`config.mk`:
```
export PLATFORM = sky130hd
export DESIGN_NAME = tcs_clock_select
export DESIGN_NICKNAME = d
export VERILOG_FILES = /design/src/rtl/tcs_pkg.sv /design/src/rtl/tcs_prescaler.sv /design/src/rtl/tcs_sync2.sv /design/src/rtl/tcs_edge_det.sv /design/src/rtl/tcs_clock_select.sv
export SDC_FILE = /design/constraint.sdc
export NUM_CORES = 1
export LEC_CHECK = 0
export ABC_AREA = 1
export BUFFER_PORTS_ARGS = -buffer_cell sky130_fd_sc_hd__buf_2
export CELL_PAD_IN_SITES_DETAIL_PLACEMENT = 0
export CELL_PAD_IN_SITES_GLOBAL_PLACEMENT = 1
export CORE_MARGIN = 1
export CORE_UTILIZATION = 43
export CTS_BUF_LIST = sky130_fd_sc_hd__clkbuf_4
export DETAILED_ROUTE_END_ITERATION = 8
export PLACE_DENSITY = 0.9
export SETUP_SLACK_MARGIN = 0.4
export SYNTH_ARGS = -nofsm -noshare
export SYNTH_HDL_FRONTEND = slang
export SYNTH_SLANG_ARGS = --single-unit
```
`constraint.sdc`:
```
create_clock -name clk -period 2.35 [get_ports clk]
set_input_delay 0.235 -clock clk [delete_from_list [all_inputs] [get_ports clk]]
set_output_delay 0.235 -clock clk [all_outputs]
set_load 0.005 [all_outputs]
```
`src/rtl/tcs_pkg.sv`:
```
package tcs_pkg;
  localparam int SRC_W    = 3;
  localparam int EDGE_W   = 2;
  localparam int NUM_PINS = 4;
  localparam int NUM_DIV  = 3;
  localparam int DIV_STEP = 2;

  typedef enum logic [EDGE_W-1:0] {
    EDGE_RISE = 2'b00,
    EDGE_FALL = 2'b01,
    EDGE_BOTH = 2'b10,
    EDGE_BOTH_ALT = 2'b11
  } edge_mode_e;

  // Choose which detected edges qualify under the edge field.
  function automatic logic edge_pick(input logic [EDGE_W-1:0] mode,
                                     input logic rise, input logic fall);
    edge_mode_e m;
    m = edge_mode_e'(mode);
    case (m)
      EDGE_RISE: edge_pick = rise;
      EDGE_FALL: edge_pick = fall;
      default:   edge_pick = rise | fall;
    endcase
  endfunction
endpackage

```
`src/rtl/tcs_prescaler.sv`:
```
module tcs_prescaler #(
  parameter int NUM_DIV  = 3,
  parameter int DIV_STEP = 2
) (
  input  logic               clk,
  input  logic               rst_n,
  output logic [NUM_DIV-1:0] rise_tick,
  output logic [NUM_DIV-1:0] fall_tick
);
  localparam int PRE_W = NUM_DIV * DIV_STEP;

  logic [PRE_W-1:0] div_cnt;

  always_ff @(posedge clk) begin
    if (!rst_n) div_cnt <= '0;
    else        div_cnt <= div_cnt + 1'b1;
  end

  // Stage g divides by 2**(DIV_STEP*(g+1)); the divided level is the
  // stage's top bit, so it rises at the half point and falls at the wrap.
  for (genvar g = 0; g < NUM_DIV; g++) begin : g_stage
    localparam int K = DIV_STEP * (g + 1);
    localparam logic [K-1:0] HALF = {1'b1, {(K-1){1'b0}}};
    assign rise_tick[g] = (div_cnt[K-1:0] == HALF);
    assign fall_tick[g] = (div_cnt[K-1:0] == '0);
  end
endmodule

```
`src/rtl/tcs_sync2.sv`:
```
module tcs_sync2 #(
  parameter int W = 4
) (
  input  logic         clk,
  input  logic         rst_n,
  input  logic [W-1:0] d,
  output logic [W-1:0] q
);
  logic [W-1:0] meta;

  always_ff @(posedge clk) begin
    if (!rst_n) begin
      meta <= '0;
      q    <= '0;
    end else begin
      meta <= d;
      q    <= meta;
    end
  end
endmodule

```
`src/rtl/tcs_edge_det.sv`:
```
module tcs_edge_det (
  input  logic clk,
  input  logic rst_n,
  input  logic level,
  input  logic clear,
  output logic rise,
  output logic fall
);
  logic prev;

  always_ff @(posedge clk) begin
    if (!rst_n) prev <= 1'b0;
    else        prev <= level;
  end

  // clear masks the comparison while history is reloaded from the new pin
  assign rise = level & ~prev & ~clear;
  assign fall = ~level & prev & ~clear;
endmodule

```
`src/rtl/tcs_clock_select.sv`:
```
module tcs_clock_select
  import tcs_pkg::*;
#(
  parameter int CNT_W = 16
) (
  input  logic              clk,
  input  logic              rst_n,
  input  logic [SRC_W-1:0]  src_sel,
  input  logic [EDGE_W-1:0] edge_sel,
  input  logic [NUM_PINS-1:0] ext_pins,
  input  logic              use_cascade,
  input  logic              cascade_in,
  input  logic              phase_mode,
  output logic              count_en,
  output logic [CNT_W-1:0]  count_val
);
  logic [SRC_W-1:0]    src_q;
  logic                switched;
  logic [NUM_PINS-1:0] pins_s;
  logic                ext_level, ext_rise, ext_fall;
  logic [NUM_DIV-1:0]  div_rise_v, div_fall_v;
  logic                div_rise, div_fall;
  logic                qualify;

  always_ff @(posedge clk) begin
    if (!rst_n) src_q <= '0;
    else        src_q <= src_sel;
  end
  assign switched = (src_sel != src_q);

  tcs_sync2 #(.W(NUM_PINS)) u_sync (
    .clk(clk), .rst_n(rst_n), .d(ext_pins), .q(pins_s)
  );

  assign ext_level = pins_s[src_sel[1:0]];

  tcs_edge_det u_edge (
    .clk(clk), .rst_n(rst_n), .level(ext_level), .clear(switched),
    .rise(ext_rise), .fall(ext_fall)
  );

  tcs_prescaler #(.NUM_DIV(NUM_DIV), .DIV_STEP(DIV_STEP)) u_pre (
    .clk(clk), .rst_n(rst_n), .rise_tick(div_rise_v), .fall_tick(div_fall_v)
  );

  always_comb begin
    div_rise = 1'b0;
    div_fall = 1'b0;
    for (int g = 0; g < NUM_DIV; g++) begin
      if (int'(src_sel[1:0]) == g + 1) begin
        div_rise = div_rise_v[g];
        div_fall = div_fall_v[g];
      end
    end
  end

  // Priority: phase counting, then cascade, then the switch guard.
  always_comb begin
    qualify = 1'b0;
    if (phase_mode)            qualify = 1'b0;
    else if (use_cascade)      qualify = cascade_in;
    else if (!switched) begin
      if (src_sel[SRC_W-1])    qualify = edge_pick(edge_sel, ext_rise, ext_fall);
      else if (src_sel[1:0] == 2'd0) qualify = 1'b1;
      else                     qualify = edge_pick(edge_sel, div_rise, div_fall);
    end
  end

  always_ff @(posedge clk) begin
    if (!rst_n) begin
      count_en  <= 1'b0;
      count_val <= '0;
    end else begin
      count_en  <= qualify;
      if (count_en) count_val <= count_val + 1'b1;
    end
  end
endmodule


```
# Word level (Yosys, flattened, before mapping)
# Index checks and enable logic that the tools add are counted.
# Widths: inputs -> output; s select.
[totals]
ff_bits = 35
latch_bits = 0
ramBits = 0
romBits = 0
input_bits = 14
out_inout_bits = 17
elab_cells = 48
n_memories = 0
[op_classes]
addsub = 2
n_mul = 0
div_mod_pow = 0
order_cmp = 1
eq_ne = 8
shift = 0
n_mux = 14
bitwise = 10
n_reduce_logical = 6
[op_table]
columns = ["operator", "count"]
rows = [
  ["$add 16x1->16 const B", 1],
  ["$mux 1", 11],
  ["$add 6x1->6 const B", 1],
  ["$eq 2x2->1 const B", 3],
  ["$eq 6x6->1 const B", 1],
  ["$logic_not 2->1", 3],
  ["$logic_not 6->1", 1],
  ["$and 1x1->1", 4],
  ["$eq 2x1->1 const B", 2],
  ["$eq 4x4->1 const B", 1],
  ["$logic_not 4->1", 1],
  ["$not 1->1", 4],
  ["$pmux 1 s2", 2],
  ["$lt 2x3->1 const B", 1],
  ["$ne 3x3->1", 1],
  ["$bmux 1 s2", 1],
  ["$or 1x1->1", 2],
  ["$reduce_or 2->1", 1],
]

# Longest topological paths before layout
[logic_depth]
ltp_word = 10
mapped_depth = 12
depth_no_buf = 12

# Hierarchy
# Synthesis repeated with hierarchy kept, for this count alone.
[unflattened]
cells_unflattened = 233
hier_area_um2 = 1632.8
[by_module_without_submodules]
columns = ["module", "n_inst", "cells_per_inst", "area_per_inst_um2"]
rows = [
  ["tcs_clock_select", 1, 156, 1052.3],
  ["tcs_prescaler", 1, 43, 305.3],
  ["tcs_sync2", 1, 25, 225.2],
  ["tcs_edge_det", 1, 9, 50.0],
]

# Worst setup path before layout
# OpenSTA, ideal clock, no wires.
[synth_path]
path_type = "register to register"
startpoint = "register count_val[0]"
endpoint = "register count_val[12]"
t_arrival_ps = 1356
required_ps = 2234
path_slack_ps = 878
stages_incl_launch_ff = 11
path_buffers = 0
path_cell_list = "dfxtp_1 ha_1 nand2_2 nor2_4 nand2_2 nor3_2 nand2_2 nor2_2 nand2_1 o21ai_1 a21oi_1"
[synth_via]
elab_chain_cells = 1
[synth_lines]
columns = ["item", "line_no", "rtl"]
rows = [
  ["from (decl)", "tcs_clock_select.sv:15", "output logic [CNT_W-1:0] count_val"],
  ["from (signal assigned)", "tcs_clock_select.sv:75", "if (count_en) count_val <= count_val + 1'b1;"],
  ["$add 16x1->16", "tcs_clock_select.sv:75", ""],
]
# No other way between the ends.
# A chain may end at the register's enable or synchronous reset.

# Final worst setup path
# Ends and elaborated chain as after synthesis.

==> results.py <==
metrics = {
    "pwr": {
        "p_sw_uw": 243,
        "switching_share_pct": 24.2,
        "totalPowerFinal_uw": 1010,
        "p_int_uw": 762,
        "power_frac_seq_pct": 61.5,
        "vdd_ir_drop_max_mv": 0.255,
        "combPwrFrac_pct": 8.4,
        "powerDensity_nw_per_um2": 549,
        "clkPwrFrac_pct": 30.2,
        "total_leakage_power_uw": 0.000908,
    },
    "synthesis": {
        "yosys.area_share.simple_pct": 33.6,
        "synth_warnings": 0,
        "synth.avg_cell_area_sq_um": 7.09,
        "syn_inst": 223,
        "synth-edff-count": 0,
        "synthXorXnorAreaFrac_pct": 2.77,
        "ys_async_sr_fraction_pct": 0,
        "syn_area_sq_um": 1580,
        "syn-num-nets": 241,
        "yosys_most_used_dff": "dfxtp_1",
        "ys_ff_latch": 35,
        "synth_top_family_by_area": "simple AND/OR/NAND/NOR gates",
        "synth_seq_area_share_pct": 44.3,
        "synth_compound_area_share_pct": 7.12,
        "synth_top_area_share_pct": 44.3,
        "synth_fa_ha_area_share_pct": 3.16,
        "ys_types": 23,
        "synth_mux_area_share_pct": 0,
        "yosys.area.top_type": "dfxtp_1",
        "synth_area_leaders": "dfxtp_1, nand2_1, nor2_1, inv_1, nand3_1",
    },
    "global_route": {
        "grt.total_usage_pct": 17.0,
        "grt_max_degree": 25,
        "grt-ovfl-total": 0,
        "first_global_vias": 1178,
        "grt_pass1_wl_mm": 5.13,
        "antenna_found_initial": 0,
    },
    "layout": {
        "syn_to_final_growth_pct": 15.7,
        "final_cell_mix": "nand2_1, dfxtp_1, nor2_1",
        "diodes": 0,
        "layout_commonest_cell": "nand2_1",
        "final_util_pct": 53.2,
        "fin_nets": 276,
        "layout-drive-gt1-share_pct": 21.8,
    },
    "drt": {
        "wl_mm": 2.86,
        "drc_errors": 0,
        "drt-met1-wl_mm": 1.52,
        "wl_met2_mm": 1.16,
        "wl_per_cell_um": 9.44,
        "met3_length_um": 151,
        "drtIter0Drc": 79,
        "ant_nets": 0,
        "viasPerCell": 4.44,
        "dr.pass1.iters": 4,
        "vias": 1346,
        "dr.max_layer_used": "met4",
    },
    "floorplan": {
        "fp.dieW_um": 62.6,
        "die_area_sq_um": 3920,
        "ios": 31,
        "core_sq_um": 3440,
        "rows": 21,
        "die_h_um": 62.6,
        "initial_core_util_pct": 45.9,
    },
    "timing": {
        "post-route-period-util_pct": 68.7,
        "clock_skew_ps": 3.25,
        "finalCriticalPeriod_ps": 1610,
        "tightest_slew_ps": 369,
        "setup_tns_ps": 0,
        "slew_viol_final": 0,
        "fmaxAchievable_mhz": 619,
        "grt_setup_unrepaired": "no",
        "maxSlewHeadroom_pct": 75.2,
        "setup_viol": 0,
        "finalHoldViolations": 0,
    },
    "critical_path": {
        "cp_data_required_time_ps": 2590,
        "crit_chain": "ha_1 -> nand2_2 -> nor2_4 -> nand2_2 -> nor3_2 -> nand2_2 -> nor2_2 -> nand2_1 -> o21ai_1 -> a21oi_1",
        "startpoint_type": "flip-flop",
        "path_delay_family": "simple AND/OR/NAND/NOR gates",
        "crit_fanout": 4,
        "critPathKind": "flip-flop to flip-flop",
        "path_buf_inv": 0,
        "slowest_delay_ps": 400,
        "critPathMostFrequentCell": "nand2_2",
        "crit_path_end_kind": "flip-flop",
        "critPathArrivalTime_ps": 1850,
        "slowest_stage": "dfxtp_1",
    },
    "clocking": {
        "cts.clk_slew.worst_paths_ps": 100,
        "post_cts_buffers": 0,
        "ctsHoldBuffers": 0,
        "cts_root_buf": "clkbuf_4",
        "cts_resized": 0,
        "clockBufferDepth": 2,
        "cts.sinks": 35,
        "cts_tree": "built",
        "clk_latency_ps": 330,
        "numCtsBuffers": 5,
        "htreeDepth": 2,
    },
    "placement": {
        "gp_congestion": 0.774,
        "io_buffers": 30,
        "detailed_place_hpwl_mm": 2.10,
    },
    "hold_path": {
        "min_path_type": "input port to flip-flop",
    },
    "status": {
        "status": "completed",
    },
    "job": {
        "drv_cap": 0,
    },
}
layer usage:
| layer | vias up | GRT usage, % |
|---|---|---|
| met5 | - | 0 |
| met1 | 563 | 22.1 |
| met4 | 0 | 7.85 |
| li1 | 751 | - |
| met3 | 2 | 6.02 |
| met2 | 30 | 24.9 |
cell usage after synthesis (2+ instances only):
| library cell | instances |
|---|---|
| nor3_1 | 3 |
| xor2_1 | 3 |
| clkbuf_1 | 3 |
| dfxtp_1 | 35 |
| ha_1 | 4 |
| nand2_2 | 5 |
| or2_2 | 3 |
| nand2_1 | 55 |
| o21ai_1 | 2 |
| nor2_2 | 3 |
| o21ai_0 | 7 |
| xnor2_1 | 2 |
| inv_1 | 30 |
| nor2_1 | 32 |
| nand3_1 | 13 |
| inv_2 | 5 |
| a21oi_1 | 12 |
state kept, by name, summed over array words and instances (netlist names):
| signal | count |
|---|---|
| count_en | 1 |
| count_val | 16 |
| src_q | 3 |
| u_edge.prev | 1 |
| u_pre.div_cnt | 6 |
| u_sync.meta | 4 |
| u_sync.q | 4 |
worst paths after layout:
path / startpoint / to / slack [ps] / cells past startpoint
worst max-delay path: count_val[0]$_SDFFE_PN0P_ / count_val[12]$_SDFFE_PN0P_ / 740 / 10
worst min-delay path: ext_pins[1] / u_sync.meta[1]$_SDFF_PN0_ / 80 / 3
worst max register to register: count_val[0]$_SDFFE_PN0P_ / count_val[12]$_SDFFE_PN0P_ / 740 / 10
worst min register to register: u_sync.meta[3]$_SDFF_PN0_ / u_sync.q[3]$_SDFF_PN0_ / 420 / 2
area by class of cell:
class / instances / area [sq um]
Clock buffer: 6 / 45.0
Inverter: 35 / 131
Tap cell: 46 / 57.6
Fill cell: 346 / 1610
Multi-Input combinational cell: 150 / 738
Sequential cell: 35 / 701
Timing Repair Buffer: 31 / 158
per-stage QoR:
step,setup slack (ps),hold slack (ps),instance area [sq um],cells
4_1_cts,725,61.5,1830,303
5_1_grt,525,80.6,1830,303
6_report,735,76.3,1830,303
2_1_floorplan,878,328,1580,223
3_5_place_dp,748,398,1790,297
3_3_place_gp,817,396,1790,297
worst min-delay path, cell delays in order:
cell and delay, ps:
buf_2 70, nand2_1 40, inv_1 40
logic make-up after synthesis:
family | Yosys count
flops | 35
simple gates | 119
fa+ha+maj | 4
compound gates | 22
xor+xnor | 5
buf+inv | 38
power by group through the flow:
| stage | clock [uW] | combinational, uW | sequential (uW) |
|---|---|---|---|
| global route | 346 | 98.7 | 621 |
| CTS | 316 | 85.4 | 618 |
| finish | 303 | 84.2 | 618 |
| detailed placement | 0 | 84.8 | 632 |
| floorplan | 0 | 55.5 | 630 |
| global placement | 0 | 84.6 | 631 |
(Power assumes the default switching activity.)
